==> config.mk <==
export PLATFORM = sky130hd
export DESIGN_NAME = slowclk_sys_timer
export DESIGN_NICKNAME = d
export VERILOG_FILES = /design/src/rtl/sct_pkg.sv /design/src/rtl/sct_rtc.sv /design/src/rtl/sct_downcnt.sv /design/src/rtl/sct_status.sv /design/src/rtl/slowclk_sys_timer.sv
export SDC_FILE = /design/constraint.sdc
export NUM_CORES = 1
export LEC_CHECK = 0
export ABC_CLOCK_PERIOD_IN_PS = 3700
export BUFFER_PORTS_ARGS = -buffer_cell sky130_fd_sc_hd__buf_2
export CORE_MARGIN = 3
export CORE_UTILIZATION = 40
export DETAILED_ROUTE_END_ITERATION = 10
export PLACE_DENSITY = 0.64
export SETUP_SLACK_MARGIN = 0.4
export SKIP_CTS_REPAIR_TIMING = 1
export SYNTH_ARGS = -nofsm -noshare
export SYNTH_HDL_FRONTEND = slang
export SYNTH_HIERARCHICAL = 1
export SYNTH_SLANG_ARGS = --single-unit
==> constraint.sdc <==
create_clock -name clk -period 3.7 [get_ports clk]
set_clock_uncertainty 0.2 [all_clocks]
set_input_delay 0.74 -clock clk [delete_from_list [all_inputs] [get_ports clk]]
set_output_delay 0.74 -clock clk [all_outputs]
set_load 0.02 [all_outputs]
==> src/rtl/sct_pkg.sv <==
// Shared definitions for the slow-clock system timer.
// Assumes byte offsets on a word-aligned single-cycle bus.
package sct_pkg;
    localparam int ADDR_W = 6;

    localparam logic [ADDR_W-1:0] OFF_PERIOD = 6'h00;
    localparam logic [ADDR_W-1:0] OFF_WDOG   = 6'h04;
    localparam logic [ADDR_W-1:0] OFF_PRESC  = 6'h08;
    localparam logic [ADDR_W-1:0] OFF_STAT   = 6'h0C;
    localparam logic [ADDR_W-1:0] OFF_IEN    = 6'h10;
    localparam logic [ADDR_W-1:0] OFF_IDIS   = 6'h14;
    localparam logic [ADDR_W-1:0] OFF_IMASK  = 6'h18;
    localparam logic [ADDR_W-1:0] OFF_ALARM  = 6'h1C;
    localparam logic [ADDR_W-1:0] OFF_COUNT  = 6'h20;

    // Status / mask bit positions (software decodes these)
    localparam int EV_PIT  = 0;
    localparam int EV_WDOV = 1;
    localparam int EV_INC  = 2;
    localparam int EV_ALM  = 3;
    localparam int NUM_EV  = 4;

    typedef logic [NUM_EV-1:0] ev_vec_t;
endpackage

==> src/rtl/sct_rtc.sv <==
// Prescaled real-time counter.
// Divides slow ticks by the prescaler value (0 means 2**PRE_W) and steps a
// CNT_W-bit wrapping counter. A prescaler write clears divider and counter.
module sct_rtc #(
    parameter int CNT_W   = 20,
    parameter int PRE_W   = 16,
    parameter int PRE_RST = 32768
) (
    input  logic             clk,
    input  logic             rst_n,
    input  logic             tick_i,
    input  logic             pre_wr_i,
    input  logic [PRE_W-1:0] pre_val_i,
    output logic [PRE_W-1:0] pre_o,
    output logic [CNT_W-1:0] cnt_o,
    output logic [CNT_W-1:0] cnt_next_o,
    output logic             inc_o
);
    logic [PRE_W-1:0] pre_q;
    logic [PRE_W-1:0] div_q;
    logic [CNT_W-1:0] cnt_q;
    logic             term;

    // Divider terminal count; pre_q-1 wraps so that 0 divides by 2**PRE_W
    assign term       = (div_q == pre_q - PRE_W'(1));
    assign inc_o      = tick_i && !pre_wr_i && term;
    assign cnt_next_o = cnt_q + CNT_W'(1);
    assign cnt_o      = cnt_q;
    assign pre_o      = pre_q;

    // Prescaler register, divider and counter state
    always_ff @(posedge clk) begin
        if (!rst_n) begin
            pre_q <= PRE_W'(PRE_RST);
            div_q <= '0;
            cnt_q <= '0;
        end else if (pre_wr_i) begin
            pre_q <= pre_val_i;
            div_q <= '0;
            cnt_q <= '0;
        end else if (tick_i) begin
            if (term) begin
                div_q <= '0;
                cnt_q <= cnt_next_o;
            end else begin
                div_q <= div_q + PRE_W'(1);
            end
        end
    end


    step_chk: assert property (@(posedge clk) disable iff (!rst_n)
        !pre_wr_i |=> (cnt_q == $past(cnt_q) || cnt_q == $past(cnt_q) + CNT_W'(1)));
endmodule

==> src/rtl/sct_downcnt.sv <==
// Reloading down-counter clocked by slow ticks.
// A write loads both the period and the count. A zero period stops it.
// Raises evt_o on the tick that expires the count and reloads.
module sct_downcnt #(
    parameter int W = 16
) (
    input  logic         clk,
    input  logic         rst_n,
    input  logic         tick_i,
    input  logic         load_i,
    input  logic [W-1:0] load_val_i,
    output logic [W-1:0] period_o,
    output logic         evt_o
);
    logic [W-1:0] per_q;
    logic [W-1:0] cnt_q;

    assign period_o = per_q;
    assign evt_o    = tick_i && !load_i && (per_q != '0) && (cnt_q <= W'(1));

    // Period register and down-count with reload on expiry
    always_ff @(posedge clk) begin
        if (!rst_n) begin
            per_q <= '0;
            cnt_q <= '0;
        end else if (load_i) begin
            per_q <= load_val_i;
            cnt_q <= load_val_i;
        end else if (tick_i && per_q != '0) begin
            if (cnt_q <= W'(1)) cnt_q <= per_q;
            else                cnt_q <= cnt_q - W'(1);
        end
    end


    reload_chk: assert property (@(posedge clk) disable iff (!rst_n)
        evt_o |=> (cnt_q == per_q));
endmodule

==> src/rtl/sct_status.sv <==
// Sticky event status, write-one mask set/clear, and level interrupt.
// A status read clears the flags, but events arriving in that cycle stay set.
module sct_status
    import sct_pkg::*;
(
    input  logic    clk,
    input  logic    rst_n,
    input  ev_vec_t evt_i,
    input  logic    rd_clr_i,
    input  logic    en_wr_i,
    input  logic    dis_wr_i,
    input  ev_vec_t wbits_i,
    output ev_vec_t sts_o,
    output ev_vec_t mask_o,
    output logic    irq_o
);
    ev_vec_t sts_q;
    ev_vec_t mask_q;

    assign sts_o  = sts_q;
    assign mask_o = mask_q;
    assign irq_o  = |(sts_q & mask_q);

    // Sticky flags; new events win over clear-on-read
    always_ff @(posedge clk) begin
        if (!rst_n) sts_q <= '0;
        else        sts_q <= (rd_clr_i ? '0 : sts_q) | evt_i;
    end

    // Interrupt mask, set and cleared by write-one registers
    always_ff @(posedge clk) begin
        if (!rst_n)        mask_q <= '0;
        else if (en_wr_i)  mask_q <= mask_q | wbits_i;
        else if (dis_wr_i) mask_q <= mask_q & ~wbits_i;
    end


    clr_on_read_chk: assert property (@(posedge clk) disable iff (!rst_n)
        rd_clr_i |=> (sts_q == $past(evt_i)));

    sticky_chk: assert property (@(posedge clk) disable iff (!rst_n)
        !rd_clr_i |=> ((sts_q & $past(sts_q)) == $past(sts_q)));

    mask_hold_chk: assert property (@(posedge clk) disable iff (!rst_n)
        !(en_wr_i || dis_wr_i) |=> $stable(mask_q));
endmodule

==> src/rtl/slowclk_sys_timer.sv <==
// Slow-clock system timer top: register decode, alarm compare, and
// glitch-free counter readback. Assumes slow_tick is already a one-cycle
// enable in the bus clock domain.
module slowclk_sys_timer
    import sct_pkg::*;
#(
    parameter int CNT_W  = 20,
    parameter int PRE_W  = 16,
    parameter int PIT_W  = 16,
    parameter int WDG_W  = 16,
    parameter int DATA_W = 32
) (
    input  logic              clk,
    input  logic              rst_n,
    input  logic              slow_tick,
    input  logic              bus_sel,
    input  logic              bus_wr,
    input  logic [ADDR_W-1:0] bus_addr,
    input  logic [DATA_W-1:0] bus_wdata,
    output logic [DATA_W-1:0] bus_rdata,
    output logic              irq
);
    logic             wr_en, rd_en;
    logic [PRE_W-1:0] pre_val;
    logic [CNT_W-1:0] cnt_live, cnt_next;
    logic             inc;
    logic [PIT_W-1:0] pit_period;
    logic [WDG_W-1:0] wdg_reload;
    logic             pit_evt, wdg_evt;
    logic [CNT_W-1:0] alarm_q;
    logic [CNT_W-1:0] samp_q, rb_q;
    ev_vec_t          events, sts, mask;
    logic             unused_wdata;

    assign wr_en = bus_sel && bus_wr;
    assign rd_en = bus_sel && !bus_wr;
    assign unused_wdata = ^bus_wdata;

    sct_rtc #(.CNT_W(CNT_W), .PRE_W(PRE_W), .PRE_RST(32768)) u_rtc (
        .clk        (clk),
        .rst_n      (rst_n),
        .tick_i     (slow_tick),
        .pre_wr_i   (wr_en && bus_addr == OFF_PRESC),
        .pre_val_i  (bus_wdata[PRE_W-1:0]),
        .pre_o      (pre_val),
        .cnt_o      (cnt_live),
        .cnt_next_o (cnt_next),
        .inc_o      (inc)
    );

    sct_downcnt #(.W(PIT_W)) u_pit (
        .clk        (clk),
        .rst_n      (rst_n),
        .tick_i     (slow_tick),
        .load_i     (wr_en && bus_addr == OFF_PERIOD),
        .load_val_i (bus_wdata[PIT_W-1:0]),
        .period_o   (pit_period),
        .evt_o      (pit_evt)
    );

    sct_downcnt #(.W(WDG_W)) u_wdg (
        .clk        (clk),
        .rst_n      (rst_n),
        .tick_i     (slow_tick),
        .load_i     (wr_en && bus_addr == OFF_WDOG),
        .load_val_i (bus_wdata[WDG_W-1:0]),
        .period_o   (wdg_reload),
        .evt_o      (wdg_evt)
    );

    // Alarm register holds an absolute counter value
    always_ff @(posedge clk) begin
        if (!rst_n)                           alarm_q <= '0;
        else if (wr_en && bus_addr == OFF_ALARM) alarm_q <= bus_wdata[CNT_W-1:0];
    end

    // Event vector: alarm fires only when the counter steps onto the value
    always_comb begin
        events          = '0;
        events[EV_PIT]  = pit_evt;
        events[EV_WDOV] = wdg_evt;
        events[EV_INC]  = inc;
        events[EV_ALM]  = inc && (cnt_next == alarm_q);
    end

    sct_status u_sts (
        .clk      (clk),
        .rst_n    (rst_n),
        .evt_i    (events),
        .rd_clr_i (rd_en && bus_addr == OFF_STAT),
        .en_wr_i  (wr_en && bus_addr == OFF_IEN),
        .dis_wr_i (wr_en && bus_addr == OFF_IDIS),
        .wbits_i  (bus_wdata[NUM_EV-1:0]),
        .sts_o    (sts),
        .mask_o   (mask),
        .irq_o    (irq)
    );

    // Readback sampler: pass the count on only after two agreeing samples
    always_ff @(posedge clk) begin
        if (!rst_n) begin
            samp_q <= '0;
            rb_q   <= '0;
        end else begin
            samp_q <= cnt_live;
            if (samp_q == cnt_live) rb_q <= samp_q;
        end
    end

    // Read data mux
    always_comb begin
        case (bus_addr)
            OFF_PERIOD: bus_rdata = DATA_W'(pit_period);
            OFF_WDOG:   bus_rdata = DATA_W'(wdg_reload);
            OFF_PRESC:  bus_rdata = DATA_W'(pre_val);
            OFF_STAT:   bus_rdata = DATA_W'(sts);
            OFF_IMASK:  bus_rdata = DATA_W'(mask);
            OFF_ALARM:  bus_rdata = DATA_W'(alarm_q);
            OFF_COUNT:  bus_rdata = DATA_W'(rb_q);
            default:    bus_rdata = '0;
        endcase
    end


    rb_settled_chk: assert property (@(posedge clk) disable iff (!rst_n)
        !$stable(rb_q) |-> (rb_q == $past(cnt_live)));

    irq_masked_chk: assert property (@(posedge clk) disable iff (!rst_n)
        (mask == '0) |-> !irq);
endmodule

# == Word-level counts from Yosys, hierarchy flattened ==
# Index checks and enable logic that the tools add are counted.
# word_totals
output_inout_bits,33
wordCells,80
inputBits,43
register_bits,184
# op_classes
reduce_logical,33
mux,11
eq_ne,11
n_lt_le_gt_ge,2
bitwise_logic,6
addsub,5
# op_table
op,count
$pmux W20 S7,1
$mux W16,7
$sub A16 B1 Y16 const B,3
$eq A20 B20 Y1,2
$le A16 B1 Y1 const B,2
$reduce_bool A16 Y1,2
$eq A6 B5 Y1 const B,4
$add A20 B1 Y20 const B,1
$logic_and A1 B1 Y1,20
$add A16 B1 Y16 const B,1
$eq A16 B16 Y1,1
$eq A6 B4 Y1 const B,2
$mux W4,3
$and A4 B4 Y4,2
$or A4 B4 Y4,2
$eq A6 B3 Y1 const B,1
$eq A6 B6 Y1 const B,1
$logic_not A6 Y1,1
$reduce_bool A2 Y1,3
$logic_not A1 Y1,4
$not A4 Y4,1
$reduce_or A4 Y1,1
$reduce_and A2 Y1,1
$reduce_or A2 Y1,1
$not A1 Y1,1

# == Longest topological paths before layout ==
# logic_depth
ltp_word,7
ltp_mapped,13
depth_no_buf,12

# == Modules after synthesis ==
# Netlist, hierarchy kept.
# modules_own_cells
module,seq_area_each_um2,cells_each,area_each_um2,n_inst
sct_downcnt,640.6,225,1859.3,2
slowclk_sys_timer,1201.2,346,3233.1,1
sct_rtc,1041.0,378,3215.6,1
sct_status,160.2,32,322.8,1

# == Least setup slack after synthesis ==
# No wires, ideal clock.
# synth_path
path_type,input to register
from,input bus_addr[1]
to,"register u_sts.sts_q[3], in the netlist u_sts/sts_o[3]"
setup_time_ps,115
cell_stages,9
arrival_time_ps,2968
path_slack_ps,417
t_required_ps,3385
n_path_buf,3
cell_sequence,or4_1 -> buf_6 -> nor3_1 -> clkbuf_1 -> buf_1 -> and3b_1 -> nand3_1 -> nor4_1 -> o21a_1
# synth_between
elab_chain_len,7
elab_cells_between_ends,10
cone_classes,eq/ne: 2; mux: 1; bitwise: 1; reduce/logical: 6
# synth_lines
element,line_no,text
start: declaration,slowclk_sys_timer.sv:18,"input logic [ADDR_W-1:0] bus_addr,"
$eq A6 B4 Y1,slowclk_sys_timer.sv:43,".pre_wr_i (wr_en && bus_addr == OFF_PRESC),"
$logic_and A1 B1 Y1,slowclk_sys_timer.sv:43,
$logic_not A1 Y1,sct_rtc.sv:26,assign inc_o = tick_i && !pre_wr_i && term;
$logic_and A1 B1 Y1 (2 in a row),sct_rtc.sv:26,
named net events[2],slowclk_sys_timer.sv:32,"ev_vec_t events, sts, mask;"
$logic_and A1 B1 Y1,slowclk_sys_timer.sv:83,events[EV_ALM] = inc && (cnt_next == alarm_q);
named net events[3],slowclk_sys_timer.sv:32,
$or A4 B4 Y4,sct_status.sv:27,else sts_q <= (rd_clr_i ? '0 : sts_q) | evt_i;
end signal: assignment,sct_status.sv:27,
end: declaration,sct_status.sv:17,ev_vec_t sts_q;
# The timed path passes the listed nets, and every way through them passes these cells.
# A chain may end at the register's enable or synchronous reset.

# == Final worst setup path ==
# layout_path
from,"register u_rtc.pre_q[5], in the netlist u_rtc/pre_o[5]"
to,"register u_rtc.cnt_q[2], in the netlist u_rtc/cnt_o[2]"
# layout_between
elab_chain_len,3
# layout_lines
element,line_no,text
start: declaration,sct_rtc.sv:19,logic [PRE_W-1:0] pre_q;
start signal: assignment,sct_rtc.sv:34,pre_q <= PRE_W'(PRE_RST);
start signal: assignment,sct_rtc.sv:38,pre_q <= pre_val_i;
$sub A16 B1 Y16,sct_rtc.sv:25,assign term = (div_q == pre_q - PRE_W'(1));
$eq A16 B16 Y1,sct_rtc.sv:25,
$reduce_and A2 Y1 (no source line),n/a,
end signal: assignment,sct_rtc.sv:44,cnt_q <= cnt_next_o;
end: declaration,sct_rtc.sv:21,logic [CNT_W-1:0] cnt_q;
# No other way between the ends.

==> run summary <==
Top_reg_cell synth - dfxtp_1
Critical Path AT - 3.61 ns
Period minus WS final - 3.444 ns
Crit path launch type - flop
Pwr dens - 341.2 nW/um^2
IO Count - 76
Mapped cell area - 10490 um^2
Max-slew headroom - 0.4242
Largest net degree at the start of global routing - 108
Actual slew at the worst max-slew pin - 0.8599 ns
CTS tree - built
Reg clk slew, reported paths - 0.07 ns
Routed wire per std cell - 21.04 um
Yosys warning count - 6
TritonRoute pass-1 iters - 6
H-tree levels - 4
CP Capture Type - flop
WP buf/inv - 3
Number of unique standard cell types used by synthesis - 74
Part of the cycle the worst path needs - 0.9309
Share of cells above drive strength 1 - 0.1810
First-pass GRT wire length - 50490 um
Die width - 167.9 um
Total track usage - 0.2236
Final core occ - 0.4890
Inserted Clock Buffers - 17
GP Congestion - 0.9209
Number of global-route vias before repair - 8902
Synthesized flop and latch total - 184
Asr flop ratio synth - 0
Max Root-Sink Buffers - 2
Worst path max stage delay - 0.57 ns
Clock Sinks - 184
Core region area - 25470 um^2
CTS root buf - clkbuf_16
Port Buffer Count - 51
Residual DRC - 0
CP max-delay cell - or4b_4
Worst skew pair latency - 0.44 ns
Iteration-0 DRC Markers - 1304
Post-synth EDFFs - 0
Sequential share of the synthesized area - 0.3511
Via Count - 9766
Final nets - 1324
Setup tns final - 0 ns
Initial antenna violation count - 0
Final max-slew violation count - 0
Crit-path cells - or4_4, or4b_4, o21ai_2, nand3_1, or4b_4, buf_4, buf_6, buf_12, or4_4, a21oi_2
RSZ-0062 raised after global routing - true
WL final - 34030 um
Most frequent cells in the layout - 183 x dfxtp_1, 99 x nor2_1, 96 x nand2_1
FP Rows - 58
Leak - 4.862 nW
Crit-path max FO - 8
Post-route ant nets - 0
N_diodes - 0
Final Hold Viols - 0
Crit Path Class - flop to flop
Worst endpoint required time - 3.87 ns
Hold Crit Class - flop to flop
Mean area per synthesized cell - 8.698 um^2
Max frequency - 290.3 MHz
Final setup violation count - 0
Gr ovfl total - 0
Yosys top cell by area - dfxtp_1
Cell count after synthesis - 1206
DIE AREA - 28200 um^2
Vert. Die Dim - 167.9 um
HPWL after detailed placement - 22920 um
Worst vdd ir - 0.2945 mV
Max-cap violations - 0
CP top delay family - simple AND/OR/NAND/NOR gates
Most common cell after layout, fill and taps aside - dfxtp_1
Vias per std cell - 6.040
Status - completed
Yosys top cell area share - 0.3511
Initial Util - 0.4118
Area Overhead vs Synth - 18.74%
Most area-consuming cells after synthesis - dfxtp_1 35%, mux2i_1 8.8%, xor2_1 4.5%
==> final timing paths <==
| kind | start | slack [ns] | depth (start not counted) | to |
|---|---|---|---|---|
| setup reg to reg | u_rtc/pre_o[5]$_SDFFE_PN0P_ | 0.26 | 10 | u_rtc/cnt_o[2]$_SDFFE_PP0P_ |
| setup / recovery | u_rtc/pre_o[5]$_SDFFE_PN0P_ | 0.26 | 10 | u_rtc/cnt_o[2]$_SDFFE_PP0P_ |
| hold / removal | rb_q[19]$_SDFFE_PN0N_ | 0.26 | 2 | rb_q[19]$_SDFFE_PN0N_ |
| hold reg to reg | rb_q[19]$_SDFFE_PN0N_ | 0.26 | 2 | rb_q[19]$_SDFFE_PN0N_ |
==> synthesized netlist by cell type (17+ instances only) <==
cell and count:
dfxtp_1 184, nor3_1 27, nand2b_1 25, o21ai_0 39, a21oi_1 19, xor2_1 54
inv_1 39, and3_1 17, nand2_1 96, xnor2_1 34, nor2b_1 44, a22oi_1 23
and2_1 23, nor2_1 99, nand4_1 18, mux2i_1 92, clkbuf_1 44, o41ai_1 18
nand3_1 45
==> tightest hold or removal path: cells and delay by family (launching register included) <==
| kind | cells | cell delay (ns) |
|---|---|---|
| DFF | 1 | 0.31 |
| and+or+nand+nor | 1 | 0.05 |
| muxes | 1 | 0.05 |
==> per-stage QoR <==
| stage | hold slack, ns | power [mW] | instances | setup WS, ns | cell area, um^2 |
|---|---|---|---|---|---|
| after floorplan | 0.2341 | 2.332 | 1217 | 0.4173 | 10530 |
| after global placement | 0.2450 | 2.459 | 1565 | 0.2161 | 11200 |
| after detailed placement | 0.2514 | 2.464 | 1565 | 0.1725 | 11200 |
| after CTS | 0.2642 | 4.246 | 1597 | 0.1533 | 11770 |
| after global routing | 0.2868 | 4.377 | 1617 | 0.09662 | 12460 |
| final | 0.2619 | 4.250 | 1617 | 0.2556 | 12460 |
==> metal layers <==
layer  part of all wire  global-route usage
met5                  0                   0
met3              0.070             0.03968
met4              0.025             0.07115
met1               0.43              0.3086
met2               0.47              0.3566
==> cells by family after synthesis <==
group	Yosys count	share of synthesized area
AO/OA/AOI/OAI	239	0.1801
XOR/XNOR	88	0.07347
adder cells (fa/ha/maj)	7	0.008349
buffers and inverters	122	0.05618
flip-flops	184	0.3511
multiplexers	92	0.08779
other	1	0.0003575
AND/OR/NAND/NOR	473	0.2426
==> sequential cells by signal (all words and copies together), names as in the netlist, named ones only <==
| signal | flops |
|---|---|
| alarm_q | 20 |
| rb_q | 20 |
| samp_q | 20 |
| u_pit/cnt_q | 16 |
| u_pit/period_o | 16 |
| u_rtc/cnt_o | 20 |
| u_rtc/div_q | 16 |
| u_rtc/pre_o | 16 |
| u_sts/sts_o | 4 |
| u_wdg/cnt_q | 16 |
| u_wdg/period_o | 16 |
==> power breakdown <==
part	switching [mW]	internal (mW)
clock	0.811	0.992
sequential	0.0167	1.99
combinational	0.290	0.149
==> area by class of cell <==
type | count | area [um^2]
multi-input combinational | 911 | 6640
clock buffer | 20 | 436.7
fill | 2396 | 13020
timing repair buffer | 121 | 1006
clock inverter | 12 | 128.9
tap | 330 | 412.9
inverter | 39 | 146.4
sequential | 184 | 3685
Note: power is estimated with default switching activity, not from simulation.
